`src/rtl/remap_pkg.sv`:
```
package remap_pkg;
  localparam int SHAPE_W = 32;
  localparam int DIM_W   = 7;
  localparam int AXES    = 3;

  typedef struct packed {
    logic [7:0]       rsvd;
    logic [2:0]       order;
    logic [DIM_W-1:0] z_sz;
    logic [DIM_W-1:0] y_sz;
    logic [DIM_W-1:0] x_sz;
  } shape_t;

  // packed {slowest, middle, fastest}; axis 0=x 1=y 2=z
  function automatic logic [5:0] axis_order(input logic [2:0] code);
    case (code)
      3'b001:  axis_order = {2'd2, 2'd0, 2'd1};
      3'b010:  axis_order = {2'd1, 2'd2, 2'd0};
      3'b011:  axis_order = {2'd1, 2'd0, 2'd2};
      3'b100:  axis_order = {2'd0, 2'd2, 2'd1};
      3'b101:  axis_order = {2'd0, 2'd1, 2'd2};
      default: axis_order = {2'd2, 2'd1, 2'd0};
    endcase
  endfunction
endpackage

```
`src/rtl/remap_shape_bank.sv`:
```
module remap_shape_bank
  import remap_pkg::*;
#(
  parameter int NUM_SHAPES = 3,
  parameter int SEL_W      = 2
) (
  input  logic                          clk_i,
  input  logic                          rst_ni,
  input  logic                          we_i,
  input  logic [SEL_W-1:0]              sel_i,
  input  logic [SHAPE_W-1:0]            data_i,
  output logic [NUM_SHAPES*SHAPE_W-1:0] words_o
);
  logic [SHAPE_W-1:0] word_q [NUM_SHAPES];

  for (genvar s = 0; s < NUM_SHAPES; s++) begin : g_word
    always_ff @(posedge clk_i or negedge rst_ni) begin
      if (!rst_ni) begin
        word_q[s] <= '0;
      end else if (we_i && int'(sel_i) == s) begin
        word_q[s] <= data_i;
      end
    end
    assign words_o[s*SHAPE_W +: SHAPE_W] = word_q[s];
  end

  AST_CFG_WRITE_LANDS: assert property (@(posedge clk_i) disable iff (!rst_ni)
    we_i && int'(sel_i) < NUM_SHAPES |=>
      words_o[$past(sel_i)*SHAPE_W +: SHAPE_W] == $past(data_i));
endmodule

```
`src/rtl/remap_chan.sv`:
```
module remap_chan
  import remap_pkg::*;
#(
  parameter int IDX_W = DIM_W
) (
  input  logic             clk_i,
  input  logic             rst_ni,
  input  logic             ld_i,
  input  logic [IDX_W-1:0] ld_idx_i,
  input  shape_t           ld_shape_i,
  input  logic             adv_i,
  output logic             busy_o,
  output logic             valid_o,
  output logic [IDX_W-1:0] offset_o
);
  shape_t           shape_q;
  logic [IDX_W-1:0] cnt_q [AXES];
  logic [IDX_W-1:0] cnt_d [AXES];
  logic [IDX_W-1:0] lim   [AXES];
  logic [IDX_W-1:0] lin_q, rem_q;
  logic             busy_q;
  logic             linear;
  logic [5:0]       ord;
  logic [IDX_W-1:0] ext_x, ext_y;

  assign linear = (shape_q == '0);
  assign ord    = axis_order(shape_q.order);
  assign lim[0] = IDX_W'(shape_q.x_sz);
  assign lim[1] = IDX_W'(shape_q.y_sz);
  assign lim[2] = IDX_W'(shape_q.z_sz);

  // one element step, fastest axis first, carry ripples outward
  always_comb begin
    logic       carry;
    logic [1:0] a;
    carry = 1'b1;
    for (int k = 0; k < AXES; k++) cnt_d[k] = cnt_q[k];
    for (int k = 0; k < AXES; k++) begin
      a = ord[2*k +: 2];
      if (carry) begin
        if (cnt_q[a] == lim[a]) begin
          cnt_d[a] = '0;
        end else begin
          cnt_d[a] = cnt_q[a] + IDX_W'(1);
          carry    = 1'b0;
        end
      end
    end
  end

  always_ff @(posedge clk_i or negedge rst_ni) begin
    if (!rst_ni) begin
      shape_q <= '0;
      lin_q   <= '0;
      rem_q   <= '0;
      busy_q  <= 1'b0;
      for (int k = 0; k < AXES; k++) cnt_q[k] <= '0;
    end else if (ld_i) begin
      shape_q <= ld_shape_i;
      lin_q   <= ld_idx_i;
      rem_q   <= ld_idx_i;
      busy_q  <= (ld_idx_i != '0);
      for (int k = 0; k < AXES; k++) cnt_q[k] <= '0;
    end else if (busy_q) begin
      rem_q  <= rem_q - IDX_W'(1);
      busy_q <= (rem_q != IDX_W'(1));
      for (int k = 0; k < AXES; k++) cnt_q[k] <= cnt_d[k];
    end else if (adv_i) begin
      lin_q <= lin_q + IDX_W'(1);
      for (int k = 0; k < AXES; k++) cnt_q[k] <= cnt_d[k];
    end
  end

  // modulo-2^IDX_W arithmetic matches the truncated offset
  assign ext_x    = lim[0] + IDX_W'(1);
  assign ext_y    = lim[1] + IDX_W'(1);
  assign offset_o = linear ? lin_q
                  : IDX_W'(cnt_q[0] + cnt_q[1] * ext_x + cnt_q[2] * ext_x * ext_y);
  assign busy_o   = busy_q;
  assign valid_o  = !busy_q;

  AST_LOAD_ZERO_READY: assert property (@(posedge clk_i) disable iff (!rst_ni)
    ld_i && ld_idx_i == '0 |=> !busy_o && offset_o == '0);
  AST_LOAD_GOES_BUSY: assert property (@(posedge clk_i) disable iff (!rst_ni)
    ld_i && ld_idx_i != '0 |=> busy_o);
  AST_BUSY_IGNORES_ADV: assert property (@(posedge clk_i) disable iff (!rst_ni)
    busy_o && !ld_i |=> lin_q == $past(lin_q));
  AST_LOAD_BEATS_ADV: assert property (@(posedge clk_i) disable iff (!rst_ni)
    ld_i && adv_i |=> lin_q == $past(ld_idx_i));
  AST_IDLE_HOLD: assert property (@(posedge clk_i) disable iff (!rst_ni)
    !busy_o && !adv_i && !ld_i |=> $stable(offset_o));
  AST_LINEAR_STEP: assert property (@(posedge clk_i) disable iff (!rst_ni)
    !busy_o && adv_i && !ld_i && linear |=> offset_o == $past(offset_o) + IDX_W'(1));
  AST_CNT_IN_RANGE: assert property (@(posedge clk_i) disable iff (!rst_ni)
    cnt_q[0] <= lim[0] && cnt_q[1] <= lim[1] && cnt_q[2] <= lim[2]);
endmodule

```
`src/rtl/vidx_remap.sv`:
```
module vidx_remap
  import remap_pkg::*;
#(
  parameter int NCH        = 2,
  parameter int NUM_SHAPES = 3,
  parameter int IDX_W      = DIM_W,
  localparam int SEL_W     = $clog2(NUM_SHAPES + 1)
) (
  input  logic                   clk_i,
  input  logic                   rst_ni,
  input  logic                   cfg_we_i,
  input  logic [SEL_W-1:0]       cfg_sel_i,
  input  logic [SHAPE_W-1:0]     cfg_data_i,
  input  logic [NCH-1:0]         ld_i,
  input  logic [NCH*SEL_W-1:0]   ld_sel_i,
  input  logic [NCH*IDX_W-1:0]   ld_idx_i,
  input  logic [NCH-1:0]         adv_i,
  output logic [NCH-1:0]         busy_o,
  output logic [NCH-1:0]         valid_o,
  output logic [NCH*IDX_W-1:0]   offset_o
);
  logic [NUM_SHAPES*SHAPE_W-1:0] words;

  remap_shape_bank #(
    .NUM_SHAPES(NUM_SHAPES),
    .SEL_W     (SEL_W)
  ) u_bank (
    .clk_i  (clk_i),
    .rst_ni (rst_ni),
    .we_i   (cfg_we_i),
    .sel_i  (cfg_sel_i),
    .data_i (cfg_data_i),
    .words_o(words)
  );

  for (genvar c = 0; c < NCH; c++) begin : g_ch
    logic [SEL_W-1:0] sel;
    shape_t           shp;

    assign sel = ld_sel_i[c*SEL_W +: SEL_W];
    // select values past the bank pick bypass (all-zero shape)
    always_comb begin
      shp = '0;
      for (int s = 0; s < NUM_SHAPES; s++) begin
        if (int'(sel) == s) shp = words[s*SHAPE_W +: SHAPE_W];
      end
    end

    remap_chan #(.IDX_W(IDX_W)) u_chan (
      .clk_i     (clk_i),
      .rst_ni    (rst_ni),
      .ld_i      (ld_i[c]),
      .ld_idx_i  (ld_idx_i[c*IDX_W +: IDX_W]),
      .ld_shape_i(shp),
      .adv_i     (adv_i[c]),
      .busy_o    (busy_o[c]),
      .valid_o   (valid_o[c]),
      .offset_o  (offset_o[c*IDX_W +: IDX_W])
    );
  end
endmodule

```
`config.mk`:
```
export PLATFORM = sky130hd
export DESIGN_NAME = vidx_remap
export DESIGN_NICKNAME = d
export VERILOG_FILES = /design/src/rtl/remap_pkg.sv /design/src/rtl/remap_shape_bank.sv /design/src/rtl/remap_chan.sv /design/src/rtl/vidx_remap.sv
export SDC_FILE = /design/constraint.sdc
export NUM_CORES = 1
export LEC_CHECK = 0
export ABC_AREA = 1
export BUFFER_PORTS_ARGS = -buffer_cell sky130_fd_sc_hd__buf_2
export CAP_MARGIN = 20
export CORE_UTILIZATION = 55
export CTS_CLUSTER_SIZE = 16
export DETAILED_ROUTE_END_ITERATION = 12
export PLACE_DENSITY = 0.72
export REMOVE_ABC_BUFFERS = 1
export SYNTH_ARGS = -nofsm -noshare
export SYNTH_HDL_FRONTEND = slang
export SYNTH_SLANG_ARGS = --single-unit
```
`constraint.sdc`:
```
create_clock -name clk_i -period 10.6 [get_ports clk_i]
set_clock_uncertainty 0.05 [all_clocks]
set_input_delay 1.06 -clock clk_i [delete_from_list [all_inputs] [get_ports clk_i]]
set_output_delay 1.06 -clock clk_i [all_outputs]
set_load 0.005 [all_outputs]
```
# --- Yosys cells after proc, flatten, opt, wreduce, memory -nomap -nowiden ---
# Cells that the tools add are included.
totals:
  register_bits: 232
  in_bits: 59
op_classes:
  multipliers: 6
  order_cmp: 12
  n_mux: 100
  reduce_logical: 26
  n_addsub: 18
  bitwise: 18
  eq_ne: 26
ops:
  columns: ["op", "n"]
  rows:
  - ["21-bit 2-to-1 mux", 16]
  - ["7-bit 2-to-1 mux", 42]
  - ["32-bit 2-to-1 mux", 6]
  - ["7-bit binary-select mux with 2-bit select", 12]
  - ["21-bit bitwise AND", 6]
  - ["21-bit bitwise mux", 6]
  - ["21-bit inverter", 6]
  - ["7-bit by 1-bit adder with 7-bit output (second input constant)", 12]
  - ["7-bit demux with 2-bit select", 6]
  - ["32-bit zero test", 2]
  - ["6-bit one-hot mux with 5 select lines", 2]
  - ["7-bit equality test", 6]
  - ["7-bit by 7-bit multiplier with 7-bit output", 6]
  - ["7-bit adder", 4]
  - ["3-bit greater-or-equal comparator (second input constant)", 6]
  - ["3-bit by 1-bit < comparator with 1-bit output (second input constant)", 6]
  - ["2-bit inverter with 3-bit output", 6]
  - ["7-bit by 1-bit != test with 1-bit output (second input constant)", 2]
  - ["7-bit nonzero test", 2]
  - ["7-bit by 1-bit subtractor with 7-bit output (second input constant)", 2]
  - ["2-bit equality test (second input constant)", 6]
  - ["3-bit by 2-bit equality test with 1-bit output (second input constant)", 4]
  - ["3-bit equality test (second input constant)", 4]
  - ["1-bit 2-to-1 mux", 10]
  - ["other kinds (8)", 26]

# --- Depth between registers and ports, before layout ---
# Gate-level depths: netlist of run 1.
depth:
  depth_word: 19
  mapped_depth: 40

# --- Cells and area by module ---
# Synthesis of run 1 repeated with hierarchy kept, for this count alone.
hier_totals:
  hier_cells: 3550
  area_unflattened_um2: 22934.5
modules_own_cells:
  columns: ["module", "n_inst", "area_each_um2", "cells_each", "seq_area_each_um2"]
  rows:
  - ["remap_chan at g_ch[0].u_chan", 1, 8694.6, 1418, 1701.6]
  - ["remap_chan at g_ch[1].u_chan", 1, 8642.0, 1409, 1701.6]
  - ["remap_shape_bank", 1, 3998.8, 427, 2402.3]
  - ["vidx_remap", 1, 1599.0, 296, 0.0]

# --- Least setup slack after synthesis of run 1 ---
# Ideal clock, no wire load.
synth_timing:
  path_type: "register -> output"
  start: "reg g_ch[1].u_chan.shape_q (netlist bit g_ch[1].u_chan.lim[14])"
  end: "out offset_o[13]"
  required_ps: 9490
  path_buffers: 2
  arrival_time_ps: 7962
  stages_incl_launch_ff: 35
  path_slack_ps: 1528
  cell_sequence: "dfrtp_1 > clkbuf_1 > inv_1 > ha_1 > clkbuf_1 > nand2_1 > fa_1 > inv_1 > ha_1 > fa_1 > fa_1 > ha_1 > nand3b_1 > nand3_1 > fa_1 > fa_1 > fa_1 > inv_1 > fa_1 > inv_1 > fa_1 > fa_1 > inv_1 > ha_1 > nand2_1 > o21ai_0 > xor2_1 > nand3_1 > nand2_1 > nand3_1 > nand2_1 > inv_1 > nand2_1 > nand3_1 > nand2_1"
synth_between:
  elab_chain_len: 5
  elab_cells_between_ends: 8
synth_lines:
  columns: ["element", "line", "rtl"]
  rows:
  - ["start: declaration", "remap_chan.sv:16", "shape_t shape_q;"]
  - ["start signal: assignment", "remap_chan.sv:59", "shape_q <= ld_shape_i;"]
  - ["7-bit by 1-bit adder with 7-bit output", "remap_chan.sv:75", "assign ext_x = lim[0] + IDX_W'(1);"]
  - ["7-bit by 7-bit multiplier with 7-bit output", "remap_chan.sv:78", ": IDX_W'(cnt_q[0] + cnt_q[1] * ext_x + cnt_q[2] * ext_x * ext_y);"]
  - ["7-bit by 7-bit multiplier with 7-bit output / 7-bit adder (equally long branches)", "remap_chan.sv:78", null]
  - ["7-bit adder", "remap_chan.sv:78", null]
  - ["7-bit 2-to-1 mux (*)", "remap_chan.sv:77", "assign offset_o = linear ? lin_q"]
  - ["end: declaration", "vidx_remap.sv:20", "output logic [NCH*IDX_W-1:0] offset_o"]
# Every way passes the cells marked *; elsewhere a longest branch is shown, timed or not.

# --- Worst setup path in the final report of run 1 ---
# Ends and elaborated chain as after synthesis.

==> results of run 1 <==
[layer usage]
metal	global-route usage, %	wire, µm	share of wire [%]
met5	0	0	0
met4	13.2	2880	3.8
met3	7.32	7880	10
met2	56.8	32600	43
met1	54.1	33200	43
[power by group through the flow]
stage	combinational [mW]	clock (mW)	sequential, mW
floorplan	2.06	0	1.17
global placement	2.85	0	1.26
detailed placement	2.89	0	1.27
CTS	2.93	1.07	1.25
global route	3.37	1.10	1.28
finish	2.99	1.07	1.27
[cell type report]
class / count / area [µm²] / area share, %
sequential: 232 / 5810 / 24.7
inverter: 434 / 1640 / 6.96
tap: 518 / 648 / 2.75
multi-input combinational: 2547 / 13800 / 58.5
antenna: 2 / 5.00 / 0.0213
clock buffer: 36 / 802 / 3.41
timing repair buffer: 103 / 638 / 2.71
clock inverter: 18 / 221 / 0.941
[timing repair]
action                                  4_1_cts  5_1_grt
resized for setup                             0       12
setup buffers                                 0        4
endpoints found under the setup margin        0        2
[final timing paths]
kind / to / cells past startpoint / start / slack [ps]
worst max-delay path: offset_o[13] / 36 / g_ch[1].u_chan.lim[14]$_DFFE_PN0P_ / 550
worst min-delay path: g_ch[0].u_chan.cnt_q[3]$_DFFE_PN0P_ / 1 / rst_ni / 410
worst max register to register: g_ch[1].u_chan.cnt_q[13]$_DFFE_PN0P_ / 19 / g_ch[1].u_chan.shape_q[23]$_DFFE_PN0P_ / 5980
worst min register to register: u_bank.words_o[39]$_DFFE_PN0P_ / 2 / u_bank.words_o[39]$_DFFE_PN0P_ / 430
max in group asynchronous: g_ch[1].u_chan.lin_q[3]$_DFFE_PN0P_ / 4 / rst_ni / 8150
min in group clk_i: u_bank.words_o[39]$_DFFE_PN0P_ / 2 / u_bank.words_o[39]$_DFFE_PN0P_ / 430
[registers in the layout, summed over array words and instances (netlist names)]
signal	flops
g_ch.u_chan.lin_q	14
g_ch.u_chan.lim	42
g_ch.u_chan.rem_q	14
g_ch.u_chan.shape_q	22
g_ch.u_chan.busy_o	2
g_ch.u_chan.cnt_q	42
u_bank.words_o	96
[critical path: cells and delay by family (launching register included)]
kind	cells	cell delay [ps]
AO/OA/AOI/OAI	1	190
XOR/XNOR	1	190
adder cells (fa/ha/maj)	13	5660
buffers and inverters	8	550
flip-flops	1	470
AND/OR/NAND/NOR	13	1280
[synthesized netlist by cell type, types with 13 or more instances]
master	n	share of area [%]
a211oi_1	29	1.0
a21oi_1	114	2.6
a221oi_1	20	0.80
a22oi_1	14	0.48
buf_2	21	0.48
clkbuf_1	84	1.4
dfrtp_1	232	27
fa_1	66	6.1
ha_1	104	6.0
inv_1	402	6.9
inv_2	23	0.40
nand2_1	1043	18
nand2_2	13	0.37
nand3_1	217	5.0
nand3b_1	13	0.45
nand4_1	35	1.0
nor2_1	363	6.3
o21ai_0	275	6.3
o21ai_1	34	0.78
o22ai_1	37	1.1
xnor2_1	27	1.1
xor2_1	44	1.8
[placed cells by master (no fill, tap or decap), types with 17 or more instances in the layout]
cell	Yosys	routed
nand2_1	1043	1039
a221oi_1	20	20
o22ai_1	37	37
buf_4	12	24
xnor2_1	27	27
nand3_1	217	216
inv_1	402	402
clkbuf_16	0	29
a211oi_1	29	29
xor2_1	44	43
nand4_1	35	35
dfrtp_1	232	229
o21ai_0	275	274
fa_1	66	66
nor2_1	363	359
a21oi_1	114	113
ha_1	104	101
nand2_2	13	17
inv_2	23	23
o21ai_1	34	35
buf_2	21	75
[kinds of logic (layout without fill, tap and decap cells)]
logic type,Yosys count,after routing
other,0,2
and+or+nand+nor,1752,1752
buffers and inverters,566,591
AOI/OAI and AO/OA,554,554
DFF,232,232
xor gates and xnor gates,71,71
adders and majority gates,170,170
==> summary.txt, run 1 <==
Outcome
  – Outcome: finished, final reports clean

Logic synthesis
  – Synthesized area per cell: 6.51 µm²
  – Syn Inst Count: 3,345
  – Simple-Gate Fraction of Synth Area: 33.8%
  – Post-synthesis compound-gate area fraction: 14.2%
  – Distinct cells, synth: 53
  – Post-synthesis mux area share: 0%
  – Seq/Total Area, Yosys: 26.6%
  – Mapped Area: 21,800 µm²
  – FF+latch count, synth: 232
  – EDFF count, synth: 0
  – Synth async-reset ratio: 100%
  – Ys flop type: dfrtp_1
  – Synth warnings: 0
  – Post-Synth XOR/XNOR Area: 2.85%
  – Largest family of logic cells by synthesized area: simple AND/OR/NAND/NOR gates
  – Synth Area in Adders: between 10% and 20%

STA
  – Setup TNS: 0 ps
  – RSZ-0062 raised after global routing: no
  – Max transition margin: 34.2%
  – Hold Slack: 413 ps
  – Peak Freq: 0.0995 GHz
  – Slew Limit Fails: 0
  – Final Setup Violations: 0
  – Worst-Margin Slew: about 1000 ps
  – Fin. Hold Viols: 0
  – Final period util: ~95%
  – Tmin final: 10,050 ps
  – Final worst setup slack: about 550 ps

Power and ir drop
  – Clk network pwr share: 20.1%
  – Pleak: between 10 and 15 nW
  – Psw: 2.62 mW
  – Power Total: 5.32 mW
  – Combinational fraction of design power: between 50% and 60%
  – Share of power burned in registers: 23.8%
  – Cell Int Power: 2.70 mW
  – Peak VDD IR: 275 µV
  – Switch share: 49.3%
  – Pwr dens: between 200 and 250 nW/µm²

Global route
  – Vias in the first global route: 21,400
  – GR Overflow Total: 0
  – First-pass GRT wire length: 120 mm
  – Initial antenna violation count: 1
  – Largest net degree at the start of global routing: 92
  – GRT Overall Usage: between 30% and 40%

Worst setup path
  – Critical path peak fanout: 9
  – Slowest stage cell on the critical path: fa_1
  – Startpoint types: flip-flop
  – Setup CP Type: flip-flop to primary output
  – Max incr delay on CP: 540 ps
  – Critical path arrival: 8940 ps
  – Crit. End Element: primary output
  – Required time of the critical path: 9490 ps
  – Most frequent CP cell: fa_1

CTS
  – Clock Path Buffers: 3
  – CTS tree: done
  – Hold Buf Count CTS: 0
  – CTS root buf: clkbuf_16
  – Worst skew pair latency: 610 ps
  – Max H-tree Level: 1
  – TritonCTS Buffers: 29
  – Clock sink count: 232
  – Clock-pin transition on the worst setup and hold timing paths: 60 ps

Final layout
  – Final std cells w/o fill: 3,890
  – Final nets: 3,576
  – Util after Layout: 60.6%
  – Filler cells: around 3,700
  – Area grow syn2layout: 7.99%
  – Fin area: between 20,000 and 25,000 µm²
  – Fraction of layout cells with a size suffix above 1: 7.60%

Floorplan
  – Die W: approximately 200 µm
  – Cell Rows: 72
  – Vert. Die Dim: 201 µm
  – Core box area: ~39,000 µm²
  – Num ports: between 70 and 80
  – DIE AREA: 40,400 µm²
  – Initial Util: ~56%

Detailed routing
  – 1st-iter DRT viols: ~2,700
  – DR vias/cell: between 5 and 6
  – WL final: 76.5 mm
  – Vias: around 23,000
  – Final ANT Viol Nets: 0
  – DRC viols: 0
  – Drt first pass iters: 6
  – Drt wl/cell: ~20 µm

Place
  – Routability Congestion: 1.04
  – Placed Cells incl. Taps: 3,827
  – Placed cell areas: 22,400 µm²
  – IO Port Bufs: 76
  – DPL Wire Length: 56.4 mm
  – DP Worst Slack: 793 ps

Min path
  – Worst min-delay path class: primary input to asynchronous set/reset pin

Flow run
  – Number of max-cap violations: 0
(Power assumes the default switching activity.)
==> run 2, diff against run 1 <==
Settings changed: ABC_AREA 1 to unset, BUFFER_PORTS_ARGS -buffer_cell sky130_fd_sc_hd__buf_2 to unset, DONT_BUFFER_PORTS set to 1, PLACE_DENSITY 0.72 to 0.7, REMOVE_ABC_BUFFERS 1 to unset.
==> run 2 against run 1 <==
Effect of this change:
- design area down 2.4%
- area after synthesis up 0.91%
- critical endpoint unchanged
- critical path depth down 3
- power down 8.4%
- sequential share of layout area up 0.63 points
- largest cell class unchanged
==> summary.txt, run 2 <==
Global route
  – GRT Overall Usage: 34.2% (-3.6 points)
  – Vias in the first global route: 19,400 (-9.4%)
  – GR Overflow Total: 0 (unchanged)
  – First-pass GRT wire length: 110 mm (-8.4%)
  – Initial antenna violation count: 0 (-1)
  – Largest net degree at the start of global routing: 233 (+150%)

Worst setup path
  – CP bufs+invs: 7 (-1)
  – Most frequent CP cell: fa_1
  – Critical path arrival: 9050 ps (+110 ps)
  – Worst reg-to-reg setup slack: 4730 ps (-1250 ps)
  – Reg-to-Reg Start: g_ch[1].u_chan.shape_q[22]$_DFFE_PN0P_
  – Startpoint types: flip-flop
  – CP delay by family, top: adder cells
  – Worst reg2reg path endpoint: g_ch[1].u_chan.cnt_q[1]$_DFFE_PN0P_
  – Slowest stage cell on the critical path: fa_1
  – Critical path peak fanout: 10 (+1)
  – Worst Reg-to-Reg Cells: 13 (-6)
  – Max incr delay on CP: 540 ps (about the same)
  – Setup CP Type: flip-flop to primary output
  – Crit. End Element: primary output
  – Critical Path Stages: 33 (-8.3%)
  – First element of the critical path: g_ch[1].u_chan.lim[15]$_DFFE_PN0P_
  – Required time of the critical path: 9490 ps (about the same)

Final layout
  – Largest register FFs: 96 (unchanged)
  – Area of the multi-input gates: 14,900 µm² (+8.4%)
  – Commonest non-fill, non-tap cells in the layout: nor2_1 (285), dfrtp_1 (227), a21oi_1 (214), nand2_1 (161), xnor2_1 (147)
  – Final nets: 2,669 (-25%)
  – Fin area: 23,000 µm² (-2.4%)
  – Final std cells w/o fill: 2,979 (-23%)
  – Fraction of layout cells with a size suffix above 1: 9.71% (+2.1 points)
  – Diodes inserted: 0 (-2)
  – Area grow syn2layout: 4.42%
  – Util after Layout: 58.8% (-1.7 points)
  – Filler cells: 3,445 (-7.1%)
  – Register Area: 5810 µm² (about the same)
  – Most common cell after layout, fill and taps aside: nor2_1

Outcome
  – Outcome: finished, final reports clean

CTS
  – Worst skew pair latency: 600 ps (about the same)
  – Post-CTS Setup Repair Bufs: 0 (unchanged)
  – CTS root buf: clkbuf_16
  – Clock sink count: 232 (unchanged)
  – CTS tree: done
  – TritonCTS Buffers: 28 (-3.4%)
  – Clock-pin transition on the worst setup and hold timing paths: 70 ps (about the same)
  – Clock Path Buffers: 3 (unchanged)
  – Max H-tree Level: 1 (unchanged)

STA
  – Tmin final: 10,160 ps (+113 ps)
  – Max transition margin: 28.8% (-5.4 points)
  – RSZ-0062 raised after global routing: no
  – Fin. Hold Viols: 0 (unchanged)
  – Worst-Margin Slew: 1070 ps (+84.2 ps)
  – Final period util: 95.9% (+1.1 points)
  – Peak Freq: 0.0984 GHz (-1.1%)
  – Setup TNS: 0 ps (unchanged)
  – Final Setup Violations: 0 (unchanged)
  – Slew Limit Fails: 0 (unchanged)

Power and ir drop
  – Power Total: 4.87 mW (-8.4%)
  – Peak VDD IR: 157 µV (-43%)
  – Pleak: 9.60 nW (-23%)
  – Pwr dens: 212 nW/µm² (-6.1%)

Place
  – Placed cell areas: 22,000 µm² (-1.7%)
  – DPL Wire Length: 49.2 mm (-13%)
  – Placed Cells incl. Taps: 2,927 (-24%)
  – IO Port Bufs: 0 (-100%)
  – Routability Congestion: 0.992 (-4.6%)

Logic synthesis
  – Syn Inst Count: 2,588 (-23%)
  – FF+latch count, synth: 232 (unchanged)
  – Seq/Total Area, Yosys: 26.4% (-0.24 points)
  – Ys flop type: dfrtp_1
  – Synth warnings: 0 (unchanged)
  – EDFF count, synth: 0 (unchanged)
  – Top-count cell post-synth: nor2_1
  – Yosys top cell by area: dfrtp_1
  – Mapped Area: 22,000 µm² (+0.91%)
  – Synth async-reset ratio: 100% (unchanged)
  – Synthesized area per cell: 8.49 µm² (+30%)
  – Syn nets: between 2,000 and 3,000
  – Synth area leaders: dfrtp_1 (26%), fa_1 (6.0%), ha_1 (5.9%), xnor2_1 (5.9%), mux2_2 (5.4%)
  – Yosys top cell area share: 26.4% (-0.24 points)
  – Distinct cells, synth: 98 (+85%)
  – Most instantiated cells after synthesis: nor2_1 (285), dfrtp_1 (232), a21oi_1 (215)

Floorplan
  – Initial Util: 56.4% (+0.25 points)
  – Num ports: 77 (unchanged)
  – Cell Rows: 72 (unchanged)
  – Core box area: 39,000 µm² (+0.46%)
  – Vert. Die Dim: 202 µm (+0.45%)
  – Die W: 202 µm (+0.45%)
  – DIE AREA: 40,800 µm² (+0.90%)

Detailed routing
  – WL final: 70.3 mm (-8.1%)
  – DRC viols: 0 (unchanged)
  – Final ANT Viol Nets: 0 (unchanged)
  – Drt wl/cell: 23.6 µm (+20%)
  – Drt first pass iters: 7 (+1)
  – DR vias/cell: 6.60 (+12%)
  – Vias: 19,700 (-14%)
  – 1st-iter DRT viols: 2,074 (-23%)

Min path
  – Worst min-delay path class: primary input to asynchronous set/reset pin

Flow run
  – Number of max-cap violations: 0 (unchanged)
[run 2: changes by cell type after synthesis, sizes merged, moves of 95 or more]
| cell | change |
|---|---|
| a21oi | +99 |
| inv | -317 |
| mux2 | +106 |
| nand2 | -897 |
| nand3 | -175 |
| nor2 | -95 |
| o21ai | -221 |
| xnor2 | +121 |
[run 2: stage by stage]
| step | hold slack [ps] | setup slack [ps] |
|---|---|---|
| 2_1_floorplan | 440 | 994 |
| 4_1_cts | 96.6 | 172 |
| 3_3_place_gp | 456 | 990 |
| 6_report | 113 | 437 |
| 3_5_place_dp | 468 | 815 |
| 5_1_grt | 95.8 | 16.4 |
[run 2: how the worst max path moves through the flow]
stage / end / slack (ps)
finish: offset_o[13] / 440
global route: offset_o[13] / 20
CTS: offset_o[13] / 170
detailed placement: offset_o[13] / 820
global placement: offset_o[13] / 990
floorplan: offset_o[6] / 990
[run 2: layout make-up]
cell class                 count  share of cell area [%]
inverter                     112                    1.83
sequential                   232                    25.3
multi-input combinational   2035                    65.0
timing repair buffer          31                    1.03
clock inverter                13                   0.709
clock buffer                  38                    3.26
tap                          518                    2.82
[run 2: logic make-up (layout without fill, tap and decap cells)]
family          after synthesis  count (layout)  share of synthesized area [%]
simple gates                881             881                           20.5
compound gates              589             589                           17.7
buf+inv                     321             194                           6.01
flops                       232             232                           26.4
xor+xnor                    204             204                           8.13
mux                         191             191                           9.30
fa+ha+maj                   170             170                           11.9
[run 2: timing repair]
action	CTS	global route
gates resized for setup	0	11
hold buffers	0	0
endpoints found under the setup margin	0	2
[run 2: layer usage]
layer / vias to the layer above / share of wire, % / track usage (%)
li1: 8853 / - / -
met1: 9601 / 41 / 45.4
met2: 994 / 45 / 54.0
met3: 210 / 9.0 / 6.85
met4: 0 / 4.4 / 14.9
met5: - / 0 / 0
[run 2: power breakdown]
| group | internal (mW) | switching (mW) |
|---|---|---|
| Sequential | 1.04 | 0.317 |
| Clock | 0.549 | 0.428 |
| Combinational | 1.09 | 1.46 |
| Total | 2.67 | 2.20 |
